`config.mk`:
```
export PLATFORM = sky130hd
export DESIGN_NAME = dual_dptr_unit
export DESIGN_NICKNAME = d
export VERILOG_FILES = /design/src/rtl/dptr_pkg.sv /design/src/rtl/dptr_ctrl.sv /design/src/rtl/dptr_datapath.sv /design/src/rtl/dual_dptr_unit.sv
export SDC_FILE = /design/constraint.sdc
export NUM_CORES = 1
export LEC_CHECK = 0
export CAP_MARGIN = 20
export CORE_UTILIZATION = 25
export CTS_CLUSTER_DIAMETER = 60
export DETAILED_ROUTE_END_ITERATION = 6
export GPL_TIMING_DRIVEN = 0
export PLACE_DENSITY = 0.51
export SYNTH_ARGS = -nofsm -noshare
export SYNTH_HDL_FRONTEND = slang
export SYNTH_SLANG_ARGS = --single-unit
```
`constraint.sdc`:
```
create_clock -name clk -period 3.3 [get_ports clk]
set_input_delay 0.33 -clock clk [delete_from_list [all_inputs] [get_ports clk]]
set_output_delay 0.33 -clock clk [all_outputs]
set_load 0.02 [all_outputs]
```
`src/rtl/dptr_pkg.sv`:
```
`timescale 1ns/1ps
package dptr_pkg;
  localparam int NUM_PTR = 2;
  localparam int BYTE_W  = 8;
  localparam int PTR_W   = 2 * BYTE_W;
  localparam int SEL_W   = $clog2(NUM_PTR);

  typedef enum logic [1:0] {OP_NONE, OP_INC, OP_DEC, OP_LOAD} ptrOp_e;

  typedef struct packed {
    logic [NUM_PTR-1:0] wrLo;
    logic [NUM_PTR-1:0] wrHi;
    logic [NUM_PTR-1:0] opEn;
    ptrOp_e             op;
  } ptrCmd_t;
endpackage

```
`src/rtl/dptr_ctrl.sv`:
```
`timescale 1ns/1ps
module dptr_ctrl
  import dptr_pkg::*;
#(
  parameter logic [7:0] ADDR_LO0 = 8'h82,
  parameter logic [7:0] ADDR_HI0 = 8'h83,
  parameter logic [7:0] ADDR_LO1 = 8'h84,
  parameter logic [7:0] ADDR_HI1 = 8'h85,
  parameter logic [7:0] ADDR_SEL = 8'h86
) (
  input  logic                            clk,
  input  logic                            rstN,
  input  logic                            sfrWrEn,
  input  logic [7:0]                      sfrAddr,
  input  logic                            selData,
  input  logic                            incStrobe,
  input  logic                            decStrobe,
  input  logic                            loadStrobe,
  input  logic [NUM_PTR-1:0][PTR_W-1:0]   ptrVal,
  output ptrCmd_t                         cmd,
  output logic [SEL_W-1:0]                activeSel,
  output logic [BYTE_W-1:0]               sfrRdData
);
  localparam logic [NUM_PTR-1:0][7:0] LO_ADDRS = {ADDR_LO1, ADDR_LO0};
  localparam logic [NUM_PTR-1:0][7:0] HI_ADDRS = {ADDR_HI1, ADDR_HI0};

  logic [SEL_W-1:0] selReg;
  ptrOp_e           opNext;

  always_ff @(posedge clk or negedge rstN) begin
    if (!rstN) selReg <= '0;
    else if (sfrWrEn && sfrAddr == ADDR_SEL) selReg <= SEL_W'(selData);
  end
  assign activeSel = selReg;

  always_comb begin
    if (loadStrobe)     opNext = OP_LOAD;
    else if (incStrobe) opNext = OP_INC;
    else if (decStrobe) opNext = OP_DEC;
    else                opNext = OP_NONE;
  end

  always_comb begin
    cmd.op = opNext;
    for (int i = 0; i < NUM_PTR; i++) begin
      cmd.wrLo[i] = sfrWrEn && (sfrAddr == LO_ADDRS[i]);
      cmd.wrHi[i] = sfrWrEn && (sfrAddr == HI_ADDRS[i]);
      cmd.opEn[i] = (opNext != OP_NONE) && (selReg == SEL_W'(i))
                    && !(cmd.wrLo[i] || cmd.wrHi[i]);
    end
  end

  always_comb begin
    sfrRdData = '0;
    if (sfrAddr == ADDR_SEL) sfrRdData = BYTE_W'(selReg);
    for (int i = 0; i < NUM_PTR; i++) begin
      if (sfrAddr == LO_ADDRS[i]) sfrRdData = ptrVal[i][BYTE_W-1:0];
      if (sfrAddr == HI_ADDRS[i]) sfrRdData = ptrVal[i][PTR_W-1:BYTE_W];
    end
  end
endmodule

```
`src/rtl/dptr_datapath.sv`:
```
`timescale 1ns/1ps
module dptr_datapath
  import dptr_pkg::*;
(
  input  logic                          clk,
  input  logic                          rstN,
  input  ptrCmd_t                       cmd,
  input  logic [BYTE_W-1:0]             wrByte,
  input  logic [PTR_W-1:0]              loadValue,
  input  logic [SEL_W-1:0]              activeSel,
  output logic [NUM_PTR-1:0][PTR_W-1:0] ptrVal,
  output logic [PTR_W-1:0]              ptrAddr
);
  for (genvar g = 0; g < NUM_PTR; g++) begin : g_ptr
    logic [PTR_W-1:0] ptrQ;
    always_ff @(posedge clk or negedge rstN) begin
      if (!rstN) begin
        ptrQ <= '0;
      end else if (cmd.wrLo[g] || cmd.wrHi[g]) begin
        if (cmd.wrLo[g]) ptrQ[BYTE_W-1:0]     <= wrByte;
        if (cmd.wrHi[g]) ptrQ[PTR_W-1:BYTE_W] <= wrByte;
      end else if (cmd.opEn[g]) begin
        unique case (cmd.op)
          OP_INC:  ptrQ <= ptrQ + PTR_W'(1);
          OP_DEC:  ptrQ <= ptrQ - PTR_W'(1);
          OP_LOAD: ptrQ <= loadValue;
          default: ptrQ <= ptrQ;
        endcase
      end
    end
    assign ptrVal[g] = ptrQ;
  end

  assign ptrAddr = ptrVal[activeSel];
endmodule

```
`src/rtl/dual_dptr_unit.sv`:
```
`timescale 1ns/1ps
module dual_dptr_unit
  import dptr_pkg::*;
#(
  parameter logic [7:0] ADDR_LO0 = 8'h82,
  parameter logic [7:0] ADDR_HI0 = 8'h83,
  parameter logic [7:0] ADDR_LO1 = 8'h84,
  parameter logic [7:0] ADDR_HI1 = 8'h85,
  parameter logic [7:0] ADDR_SEL = 8'h86
) (
  input  logic        clk,
  input  logic        rstN,
  input  logic        sfrWrEn,
  input  logic [7:0]  sfrAddr,
  input  logic [7:0]  sfrWrData,
  output logic [7:0]  sfrRdData,
  input  logic        incStrobe,
  input  logic        decStrobe,
  input  logic        loadStrobe,
  input  logic [15:0] loadValue,
  output logic [15:0] ptrAddr
);
  ptrCmd_t                       cmd;
  logic [SEL_W-1:0]              activeSel;
  logic [NUM_PTR-1:0][PTR_W-1:0] ptrVal;

  dptr_ctrl #(
    .ADDR_LO0(ADDR_LO0), .ADDR_HI0(ADDR_HI0),
    .ADDR_LO1(ADDR_LO1), .ADDR_HI1(ADDR_HI1),
    .ADDR_SEL(ADDR_SEL)
  ) i_ctrl (
    .clk(clk), .rstN(rstN), .sfrWrEn(sfrWrEn), .sfrAddr(sfrAddr),
    .selData(sfrWrData[0]), .incStrobe(incStrobe), .decStrobe(decStrobe),
    .loadStrobe(loadStrobe), .ptrVal(ptrVal), .cmd(cmd),
    .activeSel(activeSel), .sfrRdData(sfrRdData)
  );

  dptr_datapath i_dp (
    .clk(clk), .rstN(rstN), .cmd(cmd), .wrByte(sfrWrData),
    .loadValue(loadValue), .activeSel(activeSel), .ptrVal(ptrVal),
    .ptrAddr(ptrAddr)
  );
endmodule

```
==> results.json <==
{
  "setup_viol": 0,
  "combinationalPowerShare_pct": 51.2,
  "critPathKind": "input port to flip-flop",
  "detail_route.vias_per_cell": 5.99,
  "syn2layout_area_growth_pct": 31.8,
  "worstSetupStartpointType": "input port",
  "slew_viol_final": 0,
  "finalCriticalPeriod_ns": 3.18,
  "power.density_mw_per_mm2": 447,
  "cts_buffers": 5,
  "status": "finished, final reports clean",
  "ys_top_cells_by_area": "dfrtp_1 22%, nand2_1 5.3%, o21ai_0 5.2%",
  "seqPwrFrac_pct": 27.3,
  "yosysMostFrequentCell": "nand2_1",
  "async_reset_ff_share_pct": 100,
  "place_ws_ns": -1.32,
  "num_io_pins": 62,
  "regToRegSetupSlack_ns": 0.56,
  "cts_tree": "yes",
  "antenna-diode-count": 0,
  "synth.net_count": 564,
  "wire_per_inst_um": 22.5,
  "drive_above_1_share_pct": 12.6,
  "yosysUniqueCellTypes": 68,
  "grt_overflow": 0,
  "crit_fanout": 19,
  "layout.cells.non_filler": 785,
  "path_clk_slew_ns": 0.05,
  "drtIter0Drc": 658,
  "antenna_found_initial": 0,
  "nNetsFinal": 640,
  "power_uw": 2190,
  "worstSetupEndpointType": "flip-flop",
  "gp_congestion": 0.973,
  "syn_inst": 524,
  "synth_top_area_share_pct": 22.2,
  "setup_slack_ns": 0.120,
  "grt_max_degree": 34,
  "coreArea_mm2": 0.0145,
  "drc": 0,
  "place_inst": 768,
  "synth.largest_area_cell": "dfrtp_1",
  "grt_pass1_vias": 4385,
  "die_y_um": 124,
  "drt_first_pass_iters": 6,
  "ant_nets": 0,
  "crit_path_start": "decStrobe",
  "numPortBuffers": 59,
  "synthFlopType": "dfrtp_1",
  "syn_avg_cell_area_um2": 7.11,
  "p_leak_uw": 0.00184,
  "vdd_drop_max_uv": 172,
  "r2r-start": "i_dp.g_ptr[1].ptrQ[9]",
  "power_switching_uw": 985,
  "ys_seq_elements": 33,
  "clock_latency_ns": 0.29,
  "min_path_type": "input port to async pin",
  "finalHoldViolCount": 0,
  "slew_headroom_pct": 41.7,
  "drv_cap": 0,
  "arrival_ns": 3.33,
  "yosysSeqAreaShare_pct": 22.2,
  "cts_root_buffer": "clkbuf_16",
  "synth_warnings": 0,
  "numClockSinks": 33,
  "crit_required_ns": 3.45,
  "layout_worst_path_cycle_share_pct": 96.4,
  "dieArea_mm2": 0.0154,
  "clock.fmax_mhz": 314,
  "rows": 44,
  "h-tree-depth": 2,
  "final_util_pct": 33.8,
  "vias": 4706,
  "intPower_uw": 1210,
  "sw_frac_of_total_pct": 45.0,
  "fp.dieW_um": 124,
  "clkPwrFrac_pct": 21.5,
  "synth.top_cells.by_count": "53 x nand2_1, 51 x clkbuf_1, 41 x nor2_1",
  "dpl.hpwl_um": 13000,
  "synth_edf_count": 0,
  "worst_pin_slew_ns": 0.874,
  "initial_core_util_pct": 25.6,
  "track_usage_pct": 23.6,
  "drt-total-wl_um": 17700,
  "grt_pass1_wl_um": 26500,
  "synth_area_mm2": 0.00372,
  "clockBufferDepth": 2,
  "fin_skew_ns": 0.00746
}
[final cells by class]
cell class | instances | area, um^2
clock buffers | 8 | 136
well taps | 184 | 230
plain buffers | 54 | 230
repair buffers | 72 | 682
multi-input cells | 421 | 2750
fillers | 1593 | 9630
inverters | 13 | 48.8
flip-flops and latches | 33 | 826
[state kept, by name (all words and copies together), names as in the netlist]
register	cells
i_dp.g_ptr.ptrQ	32
i_ctrl.activeSel	1
[routing by layer]
layer / track usage, % / part of all wire [%] / up-vias
met5: 0 / 0 / -
met4: 10.5 / 5.1 / 0
met3: 2.34 / 7.3 / 65
met2: 38.5 / 47 / 283
met1: 31.2 / 40 / 2235
li1: - / - / 2123
[metrics by stage]
stage / hold slack [ns] / setup TNS [ns] / instance area [um^2]
detailed placement: 0.505 / -19.77 / 4540
floorplan: 0.0344 / 0 / 3720
global route: 0.235 / -0.000169 / 4910
CTS: 0.201 / 0 / 4790
finish: 0.161 / 0 / 4910
global placement: 0.596 / -21.00 / 4540
[cell usage in the layout, fill, tap and decap left out, types with 7 or more instances in the layout]
cell              n
a31oi_1          12
a22oi_1           7
nor3_1           16
o21ai_0          39
xnor2_1          11
clkdlybuf4s50_1  53
nand4_1           9
mux2i_1           7
clkbuf_1         50
nor2_1           40
and3_1            8
nand2_1          53
nand3_1          28
nor4_1            9
buf_4            13
or2_2             7
mux2_2           14
inv_1            13
a21oi_1          33
dfrtp_1          33
or4_1             8
or3_1             7
[worst paths after layout]
| path | endpoint | cells past startpoint |
|---|---|---|
| worst min register to register | i_dp.g_ptr[0].ptrQ[15] | 2 |
| worst min-delay path | i_dp.g_ptr[0].ptrQ[3] | 1 |
| min in group clk | i_ctrl.activeSel | 3 |
| worst max-delay path | i_dp.g_ptr[0].ptrQ[6] | 11 |
| max in group asynchronous | i_dp.g_ptr[0].ptrQ[8] | 1 |
| worst max register to register | i_dp.g_ptr[1].ptrQ[15] | 7 |
[power by group through the flow]
stage	clock network, uW	registers, uW	logic, uW
after floorplan	0	566	690
after global placement	0	595	1040
after detailed placement	0	599	1040
after CTS	479	593	1070
after global routing	488	613	1210
final	472	598	1120
[kinds of logic after synthesis]
logic type	share of synthesized area, %
and+or+nand+nor	30.9
adders and majority gates	0.672
AOI/OAI and AO/OA	28.9
muxes	6.42
DFF	22.2
buffers and inverters	7.39
xor gates and xnor gates	3.53
[worst max-delay path, stage by stage]
cell	delay [ns]
clkdlybuf4s50_1	0.51
or3b_4	0.45
buf_8	0.19
buf_4	0.20
xnor2_1	0.17
ha_2	0.24
nand3_1	0.11
or3b_2	0.49
mux2_2	0.30
o311ai_2	0.21
a31oi_1	0.12
[timing repair]
item	CTS	global route
hold buffers	0	0
setup buffers	4	8
pin swaps	2	4
resized for setup	22	15
setup endpoints to repair	24	16
No activity file was read; power rests on OpenSTA's default activity.
